<file path="src/rtl/fcmp_pkg.sv">
// Shared types for the float comparator.
// Assumes: nothing beyond IEEE 1800-2017 packed types.
package fcmp_pkg;

    // Outcome of an unsigned magnitude compare.
    typedef enum logic [1:0] {
        REL_LT = 2'd0,
        REL_EQ = 2'd1,
        REL_GT = 2'd2
    } rel_e;

    // The four result flags, kept together.
    typedef struct packed {
        logic unord;
        logic lt;
        logic eq;
        logic gt;
    } fcmp_flags_t;

    // Reverse an ordering, used when both operands are negative.
    function automatic rel_e rel_flip(input rel_e r);
        case (r)
            REL_LT:  rel_flip = REL_GT;
            REL_GT:  rel_flip = REL_LT;
            default: rel_flip = REL_EQ;
        endcase
    endfunction

endpackage

</file>
<file path="src/rtl/fcmp_classify.sv">
// Operand classifier.
// Splits one packed float word into a canonical sign and magnitude and flags NaN.
// A zero exponent field means zero, so the word is forced to sign 0, magnitude 0.
// Assumes: the word is sign | exponent | fraction, MSB first.
module fcmp_classify #(
    parameter int EXP_W  = 8,
    parameter int FRAC_W = 23,
    localparam int WORD_W = 1 + EXP_W + FRAC_W,
    localparam int MAG_W  = EXP_W + FRAC_W
) (
    input  logic [WORD_W-1:0] word,
    output logic              sgn,
    output logic [MAG_W-1:0]  mag,
    output logic              is_nan
);

    logic [EXP_W-1:0]  exp_f;
    logic [FRAC_W-1:0] frac_f;
    logic              zero_f;

    assign exp_f  = word[WORD_W-2 -: EXP_W];
    assign frac_f = word[FRAC_W-1:0];

    // Detect the reserved exponent codes.
    always_comb begin
        zero_f = (exp_f == '0);
        is_nan = (exp_f == '1) && (frac_f != '0);
    end

    // Produce the canonical sign and magnitude fed to the ordering logic.
    always_comb begin
        if (zero_f) begin
            sgn = 1'b0;
            mag = '0;
        end else begin
            sgn = word[WORD_W-1];
            mag = word[MAG_W-1:0];
        end
    end

endmodule

</file>
<file path="src/rtl/fcmp_magcmp.sv">
// Unsigned magnitude comparator built from equal-width slices.
// Each slice compares its bits on its own. The most significant slice that differs decides.
// Assumes: CHUNK_W >= 1; the operands are zero-padded up to a whole number of slices.
module fcmp_magcmp
    import fcmp_pkg::*;
#(
    parameter int MAG_W   = 31,
    parameter int CHUNK_W = 8
) (
    input  logic [MAG_W-1:0] mag_a,
    input  logic [MAG_W-1:0] mag_b,
    output rel_e             rel
);

    localparam int NCHUNK = (MAG_W + CHUNK_W - 1) / CHUNK_W;
    localparam int PAD_W  = NCHUNK * CHUNK_W;

    logic [PAD_W-1:0]  pa;
    logic [PAD_W-1:0]  pb;
    logic [NCHUNK-1:0] ch_gt;
    logic [NCHUNK-1:0] ch_eq;

    assign pa = PAD_W'(mag_a);
    assign pb = PAD_W'(mag_b);

    // One local compare per slice.
    for (genvar k = 0; k < NCHUNK; k++) begin : g_slice
        logic [CHUNK_W-1:0] sa;
        logic [CHUNK_W-1:0] sb;
        assign sa       = pa[k*CHUNK_W +: CHUNK_W];
        assign sb       = pb[k*CHUNK_W +: CHUNK_W];
        assign ch_gt[k] = (sa > sb);
        assign ch_eq[k] = (sa == sb);
    end

    // Walk upward so the highest unequal slice has the last word.
    always_comb begin
        rel = REL_EQ;
        for (int k = 0; k < NCHUNK; k++) begin
            if (!ch_eq[k]) begin
                rel = ch_gt[k] ? REL_GT : REL_LT;
            end
        end
    end

endmodule

</file>
<file path="src/rtl/fcmp_resolve.sv">
// Result resolver.
// Combines the canonical signs, NaN flags and the magnitude order into the four flags.
// Assumes: zero operands arrive already canonical (sign 0, magnitude 0).
module fcmp_resolve
    import fcmp_pkg::*;
(
    input  logic        sgn_a,
    input  logic        sgn_b,
    input  logic        nan_a,
    input  logic        nan_b,
    input  rel_e        mag_rel,
    output fcmp_flags_t flags
);

    rel_e signed_rel;

    // Pick the ordering from the signs, reversing it for two negatives.
    always_comb begin
        if (sgn_a != sgn_b) begin
            signed_rel = sgn_a ? REL_LT : REL_GT;
        end else if (sgn_a) begin
            signed_rel = rel_flip(mag_rel);
        end else begin
            signed_rel = mag_rel;
        end
    end

    // Turn the ordering into flags; NaN overrides everything.
    always_comb begin
        flags = '0;
        if (nan_a || nan_b) begin
            flags.unord = 1'b1;
        end else begin
            flags.lt = (signed_rel == REL_LT);
            flags.eq = (signed_rel == REL_EQ);
            flags.gt = (signed_rel == REL_GT);
        end
    end

endmodule

</file>
<file path="src/rtl/fcmp_top.sv">
// Float comparator top.
// Classifies both operands, compares the magnitudes and registers the flags on the strobe.
// Assumes: the inputs are stable around the clock edge at which in_vld is high.
// The flags hold between strobes.
module fcmp_top
    import fcmp_pkg::*;
#(
    parameter int EXP_W   = 8,
    parameter int FRAC_W  = 23,
    parameter int CHUNK_W = 8
) (
    input  logic                        clk,
    input  logic                        rst_n,
    input  logic                        in_vld,
    input  logic [EXP_W+FRAC_W:0]       opa,
    input  logic [EXP_W+FRAC_W:0]       opb,
    output logic                        out_vld,
    output logic                        lt,
    output logic                        eq,
    output logic                        gt,
    output logic                        unord
);

    localparam int WORD_W = 1 + EXP_W + FRAC_W;
    localparam int MAG_W  = EXP_W + FRAC_W;
    localparam int NOPS   = 2;

    logic [WORD_W-1:0] op_w   [NOPS];
    logic              op_sgn [NOPS];
    logic [MAG_W-1:0]  op_mag [NOPS];
    logic              op_nan [NOPS];

    rel_e        mag_rel;
    fcmp_flags_t nxt_flags;
    fcmp_flags_t flags_q;

    assign op_w[0] = opa;
    assign op_w[1] = opb;

    // Identical classifier per operand.
    for (genvar i = 0; i < NOPS; i++) begin : g_op
        fcmp_classify #(
            .EXP_W  (EXP_W),
            .FRAC_W (FRAC_W)
        ) u_cls (
            .word   (op_w[i]),
            .sgn    (op_sgn[i]),
            .mag    (op_mag[i]),
            .is_nan (op_nan[i])
        );
    end

    fcmp_magcmp #(
        .MAG_W   (MAG_W),
        .CHUNK_W (CHUNK_W)
    ) u_mag (
        .mag_a (op_mag[0]),
        .mag_b (op_mag[1]),
        .rel   (mag_rel)
    );

    fcmp_resolve u_res (
        .sgn_a   (op_sgn[0]),
        .sgn_b   (op_sgn[1]),
        .nan_a   (op_nan[0]),
        .nan_b   (op_nan[1]),
        .mag_rel (mag_rel),
        .flags   (nxt_flags)
    );

    // Output register: strobe follows in_vld, flags load only on a strobe.
    always_ff @(posedge clk) begin
        if (!rst_n) begin
            out_vld <= 1'b0;
            flags_q <= '0;
        end else begin
            out_vld <= in_vld;
            if (in_vld) begin
                flags_q <= nxt_flags;
            end
        end
    end

    assign lt    = flags_q.lt;
    assign eq    = flags_q.eq;
    assign gt    = flags_q.gt;
    assign unord = flags_q.unord;

endmodule

</file>
<file path="config.mk">
export PLATFORM = sky130hd
export DESIGN_NAME = fcmp_top
export DESIGN_NICKNAME = d
export VERILOG_FILES = /design/src/rtl/fcmp_pkg.sv /design/src/rtl/fcmp_classify.sv /design/src/rtl/fcmp_magcmp.sv /design/src/rtl/fcmp_resolve.sv /design/src/rtl/fcmp_top.sv
export SDC_FILE = /design/constraint.sdc
export NUM_CORES = 1
export LEC_CHECK = 0
export ABC_AREA = 1
export BUFFER_PORTS_ARGS = -buffer_cell sky130_fd_sc_hd__buf_2
export CAP_MARGIN = 20
export CORE_UTILIZATION = 35
export DETAILED_ROUTE_END_ITERATION = 8
export PLACE_DENSITY = 0.72
export SKIP_LAST_GASP = 1
export SLEW_MARGIN = 20
export SYNTH_ARGS = -nofsm -noshare
export SYNTH_HDL_FRONTEND = slang
export SYNTH_SLANG_ARGS = --single-unit
</file>
<file path="constraint.sdc">
create_clock -name clk -period 3.4 [get_ports clk]
set_input_delay 0.34 -clock clk [delete_from_list [all_inputs] [get_ports clk]]
set_output_delay 0.34 -clock clk [all_outputs]
set_load 0.1 [all_outputs]
</file>
Word-level counts from Yosys, hierarchy flattened:

Cells that the tools add are included.

* $lt $le $gt $ge: 4
* equality and inequality tests: 10
* mux-type cells: 18
* reduce and logical (&&, ||, !) cells: 9

Operator list (count)
* 2-to-1 mux 31 bit: 2
* nonzero test 23 bit: 2
* equality test 8 bit: 3
* greater-than comparator 8 bit: 3
* 2-to-1 mux 2 bit: 11
* equality test 8 bit (second input constant): 2
* zero test 8 bit: 2
* equality test 7 bit: 1
* greater-than comparator 7 bit: 1
* equality test 2 bit (second input constant): 2
* zero test 2 bit: 2
* case mux 2 bit (2 select lines): 1
* 2-to-1 mux 1 bit: 3
* 2-to-1 mux 3 bit: 1
* equality test 2 x 1 -> 1 bit (second input constant): 1
* logical AND 1 bit: 2
* logical OR 1 bit: 1
* inequality test 1 bit: 1

* register bits after elaboration: 5
* input port bits: 67

Depth between registers and ports, before layout:

* depth in word-level cells: 14
* depth in mapped cells: 23
* depth with buffers taken out: 23

Cells and area by module:

Synthesis repeated with hierarchy kept, for this count alone.

* cells, all modules: 368
* area total of the unflattened synthesis: 1894.3 µm²

By module, submodules not included
* fcmp_magcmp: instances 1, cells an instance 141, area an instance 873.3 µm², sequential area each 0.0 µm²
* fcmp_classify: instances 2, cells an instance 91, area an instance 372.9 µm², sequential area each 0.0 µm²
* fcmp_top: instances 1, cells an instance 28, area an instance 203.9 µm², sequential area each 100.1 µm²
* fcmp_resolve: instances 1, cells an instance 17, area an instance 71.3 µm², sequential area each 0.0 µm²

Worst setup path after synthesis:

No wires, ideal clock.

* kind: input-to-reg
* from: input port opa[30]
* to: register flags_q, in the netlist gt
* arrival: 2148 ps
* slack: 1135 ps
* cell stages on the path: 16
* path buffers: 1
* cells stage by stage: nor2_1 nand2_1 nor2_2 clkbuf_1 nor2_1 ha_1 nand2_1 nor2_1 nand2_1 or2_1 clkinv_1 nand3b_2 nor2_2 nor2_1 nand3_1 a21oi_2

* longest elaborated chain between the ends: 14
* elaborated cells on any way between the ends: 31

Ends and longest elaborated chain
* from (decl): line fcmp_top.sv:15 `input logic [EXP_W+FRAC_W:0] opa,`
* zero test 8 bit: line fcmp_classify.sv:26 `zero_f = (exp_f == '0);`
* 2-to-1 mux 31 bit: line fcmp_classify.sv:32 `if (zero_f) begin`
* greater-than comparator 8 bit: line fcmp_magcmp.sv:32 `assign ch_gt[k] = (sa > sb);`
* 2-to-1 mux 2 bit: line fcmp_magcmp.sv:41 `rel = ch_gt[k] ? REL_GT : REL_LT;`
* 2-to-1 mux 2 bit (4 in series): line fcmp_magcmp.sv:40 `if (!ch_eq[k]) begin`
* equality test 2 bit or zero test 2 bit (tied branches): line fcmp_pkg.sv:22 `case (r)`
* case mux 2 bit (2 select lines): line fcmp_pkg.sv:22
* 2-to-1 mux 2 bit: line fcmp_resolve.sv:21 `end else if (sgn_a) begin`
* 2-to-1 mux 2 bit: line fcmp_resolve.sv:19 `if (sgn_a != sgn_b) begin`
* equality test 2 bit: line fcmp_resolve.sv:36 `flags.gt = (signed_rel == REL_GT);`
* 2-to-1 mux 3 bit *: line fcmp_resolve.sv:31 `if (nan_a || nan_b) begin`
* to (signal assigned): line fcmp_top.sv:79 `flags_q <= nxt_flags;`
* to (decl): line fcmp_top.sv:35 `fcmp_flags_t flags_q;`

Mark *: on every way between the ends. The rest lies on a longest branch, timed or not.
A chain may end at the register's enable or synchronous reset.

Worst setup path in the final report:

* from: input port opb[24]
* to: register flags_q, in the netlist gt

* longest elaborated chain between the ends: 14
* elaborated cells on any way between the ends: 30

Ends and longest elaborated chain
* from (decl): line fcmp_top.sv:16 `input logic [EXP_W+FRAC_W:0] opb,`
* zero test 8 bit: line fcmp_classify.sv:26
* 2-to-1 mux 31 bit: line fcmp_classify.sv:32
* greater-than comparator 8 bit: line fcmp_magcmp.sv:32
* 2-to-1 mux 2 bit: line fcmp_magcmp.sv:41
* 2-to-1 mux 2 bit (4 in series): line fcmp_magcmp.sv:40
* equality test 2 bit or zero test 2 bit (tied branches): line fcmp_pkg.sv:22
* case mux 2 bit (2 select lines): line fcmp_pkg.sv:22
* 2-to-1 mux 2 bit: line fcmp_resolve.sv:21
* 2-to-1 mux 2 bit: line fcmp_resolve.sv:19
* equality test 2 bit: line fcmp_resolve.sv:36
* 2-to-1 mux 3 bit *: line fcmp_resolve.sv:31

Marks and branches as above.

==> flow_metrics.py <==
metrics = {
    "clock_network": {
        "cts.clk_slew.worst_paths_ns": 0.03,
        "root_buffer": "clkbuf_8",
        "cts_sinks": 5,
        "cts_hold_buf": 0,
        "ctsResizeCount": 0,
        "cts_made_buffers": 3,
        "post-cts-setup-buffers": 0,
        "clk_path_buf_depth": 2,
        "htreeDepth": 1,
        "cts_tree": "built",
        "clkLatencyLatePin_ns": 0.22,
    },
    "global_route": {
        "grt.total_usage": 0.1716,
        "grt_overflow": 0,
        "grt_pass1_vias": 1577,
        "grt_max_degree": 23,
        "grt_first_pass_wirelength_mm": 6.182,
        "antenna_found_initial": 0,
    },
    "synthesis": {
        "ys_top_cells_by_count": "nand2_1, inv_1, nor2_1",
        "syn_inst": 276,
        "synth_top_family_by_area": "simple AND/OR/NAND/NOR gates",
        "synth_compound_area_frac": 0.07916,
        "synth_area_sq_um": 1549,
        "async_flop_share": 0,
        "synth_xor_area_frac": 0.005654,
        "synth_seq_cells": 5,
        "synth_flop_cell": "dfxtp_1",
        "synthTopCellsByArea": "ha_1, nand2_1, inv_1",
        "synth_area_per_cell_sq_um": 5.612,
        "yosys.area.top_type": "ha_1",
        "synth-simple-area-share": 0.4475,
        "synthAdderAreaFrac": 0.2504,
        "yosysTopAreaCellShare": 0.2504,
        "synth_edf_count": 0,
        "synth.distinct_cells": 29,
        "synth.area.mux_share": 0,
        "yosysWarnings": 0,
        "syn_nets": 374,
        "yosysSeqAreaShare": 0.06462,
        "synth_most_common_cell": "nand2_1",
    },
    "die": {
        "start_util": 0.3764,
        "core_sq_um": 4115,
        "die_x_um": 68.53,
        "floorplan.die.height_um": 68.53,
        "core.rowCount": 23,
        "die_area_sq_um": 4696,
        "io_pins": 72,
    },
    "run": {
        "cap_viol_max_count": 0,
    },
    "sta": {
        "setup_viol": 0,
        "finalHoldViolations": 0,
        "max_freq_mhz": 391.7,
        "finalCritPeriodShare": 0.7509,
        "tightest_slew_ns": 0.7532,
        "fin_setup_tns_ns": 0,
        "clock_skew_ns": 0,
        "slew_headroom": 0.4979,
        "fin_crit_ns": 2.553,
        "final-max-slew-violation-count": 0,
        "rsz0062_at_grt": "false",
        "setup_ws_ns": 0.8470,
    },
    "finish": {
        "drive_gt1_frac": 0.2698,
        "final_area_sq_um": 1982,
        "insertedDiodeCount": 0,
        "layout.nets": 440,
        "fillers": 450,
        "area_growth_pct": 27.95,
    },
    "min_path": {
        "hold_path_class": "in -> reg",
    },
    "detailed_routing": {
        "ant_nets": 0,
        "drt_iter0_markers": 50,
        "viasPerCell": 4.670,
        "drtPass1Iterations": 4,
        "drt_wl_total_mm": 3.924,
        "drc": 0,
        "vias": 1826,
        "wl_per_cell_um": 10.04,
    },
    "worst_setup_path": {
        "critPathKind": "in -> reg",
        "critPathArrivalTime_ns": 2.66,
        "worstPathMaxFanout": 22,
        "required_ns": 3.51,
        "critical_path.startpoint_type": "input port",
        "cp-end-kind": "flop",
    },
    "placement": {
        "hpwl_mm": 3.382,
        "place.gp.congestion": 0.8294,
        "place_ws_ns": 0.6222,
        "io_buffers": 71,
        "placed_cell_area_sq_um": 1937,
    },
    "power": {
        "p_leak_nw": 1.265,
        "peakVddDrop_mv": 0.1786,
        "cellPowerDensity_nw_per_um2": 189.8,
    },
    "status": {
        "status": "completed",
    },
}
[through the flow]
| stage | std cells | power (W) | hold WS (ns) | utilization |
|---|---|---|---|---|
| finish | 391 | 0.0003762 | 0.3363 | 0.4816 |
| CTS | 391 | 0.0003813 | 0.3323 | 0.4816 |
| global route | 391 | 0.0004127 | 0.3613 | 0.4816 |
| detailed placement | 387 | 0.0002683 | 0.4605 | 0.4707 |
| floorplan | 276 | 0.0002009 | 0.4335 | - |
| global placement | 387 | 0.0002655 | 0.4602 | 0.4707 |
[metal layers]
| layer | wire (um) | up-vias | track usage | share of wire |
|---|---|---|---|---|
| met1 | 1962 | 776 | 0.2304 | 0.50 |
| met2 | 1746 | 43 | 0.2892 | 0.44 |
| li1 | - | 1003 | - | - |
| met5 | 0 | - | 0 | 0 |
| met3 | 180 | 4 | 0.02303 | 0.046 |
| met4 | 34 | 0 | 0.03646 | 0.0087 |
[placed cells by master (no fill, tap or decap), types with 3 or more instances in the layout]
master / instances
ha_1: 31
nor2_2: 4
inv_2: 3
a21o_1: 3
nor2_1: 45
buf_2: 71
nor4_1: 5
dfxtp_1: 5
nand3_1: 7
nand4_1: 11
a21oi_1: 12
clkbuf_8: 3
inv_1: 47
nand2_2: 3
nand2_1: 70
[cell families after synthesis]
kind of cell               count (synthesis)
AOI/OAI and AO/OA                         21
xor gates and xnor gates                   1
adders and majority gates                 31
buffers and inverters                     63
DFF                                        5
and+or+nand+nor                          155
[final cells by class]
class	instances	area, sq um	area share
Timing Repair Buffer	73	370.4	0.1869
Multi-Input combinational cell	208	1212	0.6117
Clock buffer	4	45.04	0.02273
Inverter	51	191.4	0.09659
Sequential cell	5	100.1	0.05051
Tap cell	50	62.56	0.03157
[state kept, by name, summed over array words and instances, names as in the netlist]
signal   count
out_vld      1
gt           1
lt           1
eq           1
unord        1
[critical path: stages]
cell	delay (ns)
buf_2	0.12
nor2_1	0.09
nand3_1	0.08
or2_1	0.52
inv_1	0.22
nor2_1	0.06
ha_1	0.27
nand2_1	0.05
nor2_1	0.08
nand2_1	0.08
or2_1	0.23
clkinv_1	0.06
nand3b_2	0.10
nor2_2	0.14
nor2_1	0.07
nand3_1	0.09
a21oi_2	0.05
[path summary, 6_finish.rpt]
check	slack [ns]	cells after the start	from	to
hold / removal	0.34	3	rst_n	out_vld$_SDFF_PN0_
setup / recovery	0.85	17	opb[24]	gt$_SDFFE_PN0P_
hold reg to reg	0.47	2	lt$_SDFFE_PN0P_	lt$_SDFFE_PN0P_
setup reg to reg	2.78	2	unord$_SDFFE_PN0P_	unord$_SDFFE_PN0P_
[report_power, final]
part / internal, W / switching, W / total [W] / leakage, nW
combinational: 0.0000847 / 0.000119 / 0.000204 / 1.20
clock: 0.0000804 / 0.0000282 / 0.000109 / 0.0228
sequential: 0.0000622 / 0.00000140 / 0.0000636 / 0.0411
Power figures use the tool's default switching activity.
